**src/rtl/gpin_pkg.sv**
```systemverilog
package gpin_pkg;
  localparam int unsigned ADDR_W    = 8;
  localparam logic [7:0]  IN_BASE   = 8'h00;
  localparam logic [7:0]  LE_BASE   = 8'h44;
  localparam logic [7:0]  MASK_BASE = 8'h4A;
endpackage

```
**src/rtl/gpin_sync.sv**
```systemverilog
module gpin_sync #(
  parameter int unsigned W = 16
) (
  input  logic         clk_i,
  input  logic         rst_ni,
  input  logic [W-1:0] d_i,
  output logic [W-1:0] q_o
);
  logic [W-1:0] meta_q, stab_q;

  always_ff @(posedge clk_i or negedge rst_ni) begin
    if (!rst_ni) begin
      meta_q <= '0;
      stab_q <= '0;
    end else begin
      meta_q <= d_i;
      stab_q <= meta_q;
    end
  end

  assign q_o = stab_q;
endmodule

```
**src/rtl/gpin_port.sv**
```systemverilog
module gpin_port #(
  parameter int unsigned W = 8
) (
  input  logic         clk_i,
  input  logic         rst_ni,
  input  logic [W-1:0] lvl_i,
  input  logic [W-1:0] hold_en_i,
  input  logic         clr_i,
  output logic [W-1:0] rd_val_o,
  output logic [W-1:0] src_o,
  output logic [W-1:0] held_o
);
  logic [W-1:0] ref_q, held_q, hval_q, cap, use_hold;

  // capture only the first departure from the reference
  assign cap      = hold_en_i & ~held_q & (lvl_i ^ ref_q);
  assign use_hold = hold_en_i & held_q;

  always_ff @(posedge clk_i or negedge rst_ni) begin
    if (!rst_ni) begin
      ref_q  <= '0;
      held_q <= '0;
      hval_q <= '0;
    end else begin
      hval_q <= (hval_q & ~cap) | (lvl_i & cap);
      if (clr_i) begin
        ref_q  <= lvl_i;
        held_q <= '0;
      end else begin
        held_q <= held_q | cap;
      end
    end
  end

  assign rd_val_o = (use_hold & hval_q) | (~use_hold & lvl_i);
  // a capture stays pending across a switch back to live mode
  assign src_o    = held_q | (~hold_en_i & (lvl_i ^ ref_q));
  assign held_o   = held_q;
endmodule

```
**src/rtl/gpin_latch_irq.sv**
```systemverilog
module gpin_latch_irq
  import gpin_pkg::*;
#(
  parameter int unsigned PORT_W    = 8,
  parameter int unsigned NUM_PORTS = 2
) (
  input  logic                          clk_i,
  input  logic                          rst_ni,
  input  logic [PORT_W*NUM_PORTS-1:0]   pins_i,
  input  logic [ADDR_W-1:0]             addr_i,
  input  logic                          wr_i,
  input  logic                          rd_i,
  input  logic [PORT_W-1:0]             wdata_i,
  output logic [PORT_W-1:0]             rdata_o,
  output logic                          irq_no
);
  localparam int unsigned NB = PORT_W * NUM_PORTS;

  logic [NB-1:0]     lvl_s, src_all, held_all, le_flat, mask_flat, rd_all;
  logic [NUM_PORTS-1:0][PORT_W-1:0] le_q, mask_q;
  logic [NUM_PORTS-1:0] clr;
  logic [PORT_W-1:0] rd_next, rdata_q;
  logic              irq_q;

  gpin_sync #(.W(NB)) u_sync (
    .clk_i (clk_i),
    .rst_ni(rst_ni),
    .d_i   (pins_i),
    .q_o   (lvl_s)
  );

  for (genvar p = 0; p < NUM_PORTS; p++) begin : g_port
    localparam logic [ADDR_W-1:0] A_IN   = IN_BASE + ADDR_W'(p);
    localparam logic [ADDR_W-1:0] A_LE   = LE_BASE + ADDR_W'(p);
    localparam logic [ADDR_W-1:0] A_MASK = MASK_BASE + ADDR_W'(p);

    assign clr[p] = rd_i && (addr_i == A_IN);

    always_ff @(posedge clk_i or negedge rst_ni) begin
      if (!rst_ni) begin
        le_q[p]   <= '0;
        mask_q[p] <= '1;
      end else if (wr_i) begin
        if (addr_i == A_LE)   le_q[p]   <= wdata_i;
        if (addr_i == A_MASK) mask_q[p] <= wdata_i;
      end
    end

    assign le_flat[p*PORT_W +: PORT_W]   = le_q[p];
    assign mask_flat[p*PORT_W +: PORT_W] = mask_q[p];

    gpin_port #(.W(PORT_W)) u_port (
      .clk_i    (clk_i),
      .rst_ni   (rst_ni),
      .lvl_i    (lvl_s[p*PORT_W +: PORT_W]),
      .hold_en_i(le_q[p]),
      .clr_i    (clr[p]),
      .rd_val_o (rd_all[p*PORT_W +: PORT_W]),
      .src_o    (src_all[p*PORT_W +: PORT_W]),
      .held_o   (held_all[p*PORT_W +: PORT_W])
    );
  end

  always_comb begin
    rd_next = '0;
    for (int p = 0; p < NUM_PORTS; p++) begin
      if (addr_i == IN_BASE + ADDR_W'(p))   rd_next = rd_all[p*PORT_W +: PORT_W];
      if (addr_i == LE_BASE + ADDR_W'(p))   rd_next = le_q[p];
      if (addr_i == MASK_BASE + ADDR_W'(p)) rd_next = mask_q[p];
    end
  end

  always_ff @(posedge clk_i or negedge rst_ni) begin
    if (!rst_ni) begin
      rdata_q <= '0;
      irq_q   <= 1'b0;
    end else begin
      if (rd_i) rdata_q <= rd_next;
      irq_q <= |(src_all & ~mask_flat);
    end
  end

  assign rdata_o = rdata_q;
  assign irq_no  = ~irq_q;
endmodule

```
**config.mk**
```make
export PLATFORM = sky130hd
export DESIGN_NAME = gpin_latch_irq
export DESIGN_NICKNAME = d
export VERILOG_FILES = /design/src/rtl/gpin_pkg.sv /design/src/rtl/gpin_sync.sv /design/src/rtl/gpin_port.sv /design/src/rtl/gpin_latch_irq.sv
export SDC_FILE = /design/constraint.sdc
export NUM_CORES = 1
export LEC_CHECK = 0
export BUFFER_PORTS_ARGS = -buffer_cell sky130_fd_sc_hd__buf_2
export CORE_MARGIN = 1
export CORE_UTILIZATION = 50
export CTS_CLUSTER_SIZE = 28
export DETAILED_ROUTE_END_ITERATION = 10
export PLACE_DENSITY_LB_ADDON = 0.12
export SKIP_LAST_GASP = 1
export SYNTH_ARGS = -nofsm -noshare
export SYNTH_HDL_FRONTEND = slang
export SYNTH_SLANG_ARGS = --single-unit
```
**constraint.sdc**
```tcl
create_clock -name clk_i -period 1.78 [get_ports clk_i]
set_clock_uncertainty 0.05 [all_clocks]
set_input_delay 0.267 -clock clk_i [delete_from_list [all_inputs] [get_ports clk_i]]
set_output_delay 0.267 -clock clk_i [all_outputs]
set_load 0.05 [all_outputs]
```
==> results.yml, run 1 <==
pwr:
  report.power.total_w: 0.006524
  cellLeakagePower_nw: 3.051
  power.density_nw_per_um2: 978.0
  peakVddDrop_mv: 0.7755
layout:
  final_nets: 600
  layout_commonest_cell: "dfrtp_1"
  final_cell_mix: "dfrtp_1, mux2_2, buf_2, nor2_1"
  drive_gt1_share_pct: 29.46
  seqCellArea_um2: 3048
  area_growth_syn_to_layout_pct: 22.49
  fin_area_um2: 6671
  final_cells: 713
  n_antenna_cell: 0
  multi_input_area_um2: 2250
  fillers: 827
critical_path:
  cp_max_fo: 4
  worstSetupEndpointType: "flip-flop"
  r2r_cells: 5
  start_kind: "flip-flop"
  critical_path_required_ps: 2120
  critPathKind: "reg2reg"
  worstPathArrival_ps: 1950
global_route:
  grt_first_pass_wirelength_um: 21350
  grt_overflow: 0
  grt_use_total_pct: 25.67
  grt_pass1_vias: 4101
  antenna_found_initial: 0
  grt_max_degree: 91
clock_tree:
  clock_latency_ps: 530
  htreeDepth: 4
  cts_tree: "yes"
  cts_buffers: 17
  cts_buffer_depth: 2
  clkTransAtPathRegs_ps: 60
  clock-sinks: 121
  cts_post_setup_buffers_inserted: 0
  root_buffer: "clkbuf_8"
routing:
  viasPerCell: 5.668
  dr.first_iter.drc_count: 199
  wl_per_cell_um: 18.53
  drcViolationCount: 0
  dr.pass1.iters: 5
  ant_nets: 0
  wirelength_um: 13210
  num_vias: 4041
die:
  die_w_um: 106.4
  start_util_pct: 52.06
  die_h_um: 106.4
  fp.dieArea_um2: 11310
  design.portCount: 45
  core_um2: 10460
  rows: 37
sta:
  setup-violations-final: 0
  fin_crit_ps: 1603
  tightest_slew_ps: 477.4
  clock.fmax_mhz: 623.9
  drv_slew: 0
  relSlewSlack_pct: 68.18
  rsz0062_at_grt: "false"
  period_share_pct: 90.05
  finalHoldViolCount: 0
  totalNegativeSetupSlack_ps: 0
  setup_ws_ps: 177.1
place:
  dp_hpwl_um: 9358
  gp_congestion: 0.8867
  dpl_cell_area_um2: 5959
  placed_cells: 661
  io_buffers: 44
  dp_slack_ps: -45.80
logic_synthesis:
  synthTopCellsByArea: "dfrtp_1, mux2_2, dfstp_2, o21ai_0, a31oi_1"
  ys_warn_count: 0
  synth-simple-area-share_pct: 10.59
  yosys.area.top_type_share_pct: 48.24
  synth_seq_cells: 121
  synthAdderAreaFrac_pct: 0
  yosys.cell_types.count: 50
  synthXorXnorAreaFrac_pct: 2.573
  syn_area_per_cell_um2: 11.49
  synth-compound-area-share_pct: 15.02
  synth_edf_count: 0
  ys_seq_area_share_pct: 55.96
  synth_flop_cell: "dfrtp_1"
  synthArstFlopShare_pct: 100.0
  synth_top_family_by_area: "compound AO/OA/AOI/OAI gates"
  syn_inst: 474
  synth_fp_nets: 510
  netlist_area_um2: 5446
  synth_mux_area_share_pct: 13.00
  synth_top_area_cell: "dfrtp_1"
run_status:
  run_status: "complete, no violations"
job:
  max-cap-violations: 0
min_path:
  hp-class: "in2reg"
  hold_depth: 2
cell families after synthesis:
group           Yosys count
compound gates          129
flops                   121
simple gates            111
mux                      64
buf+inv                  33
xor+xnor                 16
power by group:
part	leakage [nW]	total, W	switching (W)	internal, W
clock network	0.258	0.00294	0.00118	0.00176
registers	1.39	0.00304	0.000138	0.00290
logic	1.40	0.000544	0.000313	0.000232
total	3.05	0.00652	0.00163	0.00489
cell type report:
class,count,share of cell area [%]
well taps,136,2.551
clock inverters,10,0.7877
inverters,20,1.125
clock buffers,22,6.789
repair buffers,84,9.340
flip-flops and latches,121,45.69
multi-input cells,320,33.72
worst max-delay path, stage by stage, from the launching register on:
cell and delay [ps]:
dfstp_2 570, nor2_1 60, a22oi_1 250, o311ai_0 200, nor3_1 230, nand4_1 110
path summary, 6_finish.rpt:
check / slack, ps / endpoint / start
worst max-delay path: 180 / irq_q / mask_flat[5]
max in group asynchronous: 1020 / mask_flat[1] / rst_ni
worst max register to register: 180 / irq_q / mask_flat[5]
worst min-delay path: 20 / le_flat[10] / wdata_i[2]
worst min register to register: 290 / u_sync.q_o[5] / u_sync.meta_q[5]
min in group asynchronous: 280 / u_sync.q_o[13] / rst_ni
cell usage after synthesis, types with 2 or more instances:
| master | count |
|---|---|
| dfrtp_1 | 105 |
| mux2_2 | 50 |
| nor2_1 | 37 |
| nand2_1 | 34 |
| o21ai_0 | 34 |
| a31oi_1 | 24 |
| inv_1 | 19 |
| a21oi_1 | 17 |
| dfstp_2 | 16 |
| xor2_1 | 14 |
| o22ai_1 | 12 |
| nand2b_1 | 11 |
| mux2i_1 | 10 |
| o211ai_1 | 8 |
| o21a_1 | 8 |
| a221oi_1 | 6 |
| a22oi_1 | 6 |
| o311ai_0 | 6 |
| nand3_1 | 5 |
| clkbuf_1 | 4 |
| mux2_1 | 4 |
| buf_2 | 3 |
| buf_4 | 3 |
| nand4_1 | 3 |
| o2111ai_1 | 3 |
| and4b_1 | 2 |
| buf_6 | 2 |
| nand3_2 | 2 |
| nor2b_1 | 2 |
| nor3_1 | 2 |
| o31ai_1 | 2 |
| xnor2_1 | 2 |
what timing repair did:
| action | in CTS | in global routing |
|---|---|---|
| setup endpoints to repair | 0 | 1 |
| resized for setup | 0 | 1 |
| hold buffers | 20 | 0 |
| endpoints found under the hold margin | 132 | 0 |
metrics by stage:
step / hold slack (ps) / utilization, %
2_1_floorplan: -78.59 / -
6_report: 20.54 / 63.76
3_5_place_dp: 285.5 / 56.96
3_3_place_gp: 281.7 / 56.96
4_1_cts: 1.153 / 63.70
5_1_grt: 3.142 / 63.76
layer usage:
metal	global-route usage (%)	wire length, µm	up-vias
met4	10.22	176	0
met5	0	0	-
met1	33.64	6108	2010
met3	8.952	680	16
met2	38.91	6248	105
li1	-	-	1910
Note: power is estimated with default switching activity, not from simulation.
==> run 2: changes to the inputs <==
CORE_UTILIZATION = 30   (was 50)
==> results.yml, run 2 (same netlist as run 1, synthesis figures left out) <==
clock_tree:
  cts_post_setup_buffers_inserted: 0
  cts_tree: "yes"
  clock_latency_ps: 430
  cts_buffers: 17
  clkTransAtPathRegs_ps: 50
  root_buffer: "clkbuf_16"
  cts_buffer_depth: 2
  htreeDepth: 4
  clock-sinks: 121
die:
  die_h_um: 136.7
  rows: 48
  fp.dieArea_um2: 18700
  start_util_pct: 31.06
  design.portCount: 45
  core_um2: 17540
  die_w_um: 136.7
critical_path:
  start_kind: "flip-flop"
  worstSetupEndpointType: "flip-flop"
  critPathKind: "reg2reg"
  critical_path_required_ps: 2000
  cp_max_fo: 4
  worstPathArrival_ps: 1940
sta:
  tightest_slew_ps: 454.9
  setup_ws_ps: 63.21
  setup-violations-final: 0
  period_share_pct: 96.45
  drv_slew: 0
  clock.fmax_mhz: 582.5
  relSlewSlack_pct: 69.44
  rsz0062_at_grt: "false"
  finalHoldViolCount: 0
  hold_ws_ps: 116.2
  fin_crit_ps: 1717
routing:
  dr.pass1.iters: 4
  wirelength_um: 14200
  ant_nets: 0
  viasPerCell: 5.015
  wl_per_cell_um: 17.75
  dr.first_iter.drc_count: 210
  drcViolationCount: 0
  num_vias: 4012
global_route:
  grt_first_pass_wirelength_um: 22700
  grt_use_total_pct: 16.85
  grt_overflow: 0
  grt_max_degree: 45
  grt_pass1_vias: 4014
  antenna_found_initial: 0
layout:
  drive_gt1_share_pct: 30.61
  area_growth_syn_to_layout_pct: 25.38
  fin_area_um2: 6829
  layout_commonest_cell: "dfrtp_1"
  final_cell_mix: "dfrtp_1, mux2_2, buf_2, nor2_1"
  final_nets: 598
  n_antenna_cell: 0
place:
  dp_hpwl_um: 10380
  dp_slack_ps: -283.6
  dpl_cell_area_um2: 6082
  gp_congestion: 0.8305
  io_buffers: 44
run_status:
  run_status: "complete, no violations"
pwr:
  power.density_nw_per_um2: 984.0
  peakVddDrop_mv: 0.6300
  cellLeakagePower_nw: 3.061
min_path:
  hp-class: "in2reg"
job:
  max-cap-violations: 0
## run 2: where the power goes
| part | internal (W) | switching (W) | leakage (nW) | total (W) |
|---|---|---|---|---|
| combinational | 0.000239 | 0.000330 | 1.42 | 0.000570 |
| clock | 0.00187 | 0.00124 | 0.253 | 0.00311 |
| sequential | 0.00290 | 0.000133 | 1.39 | 0.00304 |
| total | 0.00502 | 0.00170 | 3.06 | 0.00672 |
## run 2: final timing paths
| kind | endpoint | depth (start not counted) | startpoint | slack (ps) |
|---|---|---|---|---|
| min in group asynchronous | g_port[1].u_port.ref_q[7] | 2 | rst_ni | 280 |
| max | irq_q | 5 | mask_flat[0] | 60 |
| min | le_flat[1] | 2 | wdata_i[1] | 120 |
| max in group asynchronous | mask_flat[10] | 3 | rst_ni | 760 |
| max reg2reg | irq_q | 5 | mask_flat[0] | 60 |
| min reg2reg | u_sync.q_o[6] | 0 | u_sync.meta_q[6] | 290 |
## run 2: what timing repair did
| item | 4_1_cts | 5_1_grt |
|---|---|---|
| pin swaps | 2 | 2 |
| gates resized for setup | 4 | 2 |
| hold buffers | 17 | 0 |
| gates cloned | 0 | 0 |
| setup endpoints to repair | 1 | 1 |
| hold endpoints to repair | 50 | 0 |
## run 2: cell type report
type	count	area, µm²
fillers	1710	10710
repair buffers	82	604.3
clock buffers	21	470.5
clock inverters	11	73.82
flip-flops and latches	121	3048
inverters	20	75.07
multi-input cells	320	2276
well taps	225	281.5
## run 2: stage by stage
step	std cells	setup TNS, ps	power [W]	utilization, %
floorplan	474	0	0.003334	-
global placement	751	-305.9	0.003612	34.68
detailed placement	751	-521.3	0.003620	34.68
CTS	800	0	0.006822	38.91
global route	800	0	0.007020	38.94
finish	800	0	0.006720	38.94
## run 2: critical path, cell delays in order, from the launching register on
cell and delay [ps]:
dfstp_2 560, nand2b_4 140, o2111ai_1 110, or3_4 370, nor4_4 160, nand4_1 170
## run 2: routing by layer
metal	GRT usage [%]	up-vias	share of wire, %
li1	-	1914	-
met1	22.83	1992	48
met3	4.407	19	4.2
met4	7.099	0	1.7
met2	25.32	87	46
met5	0	-	0
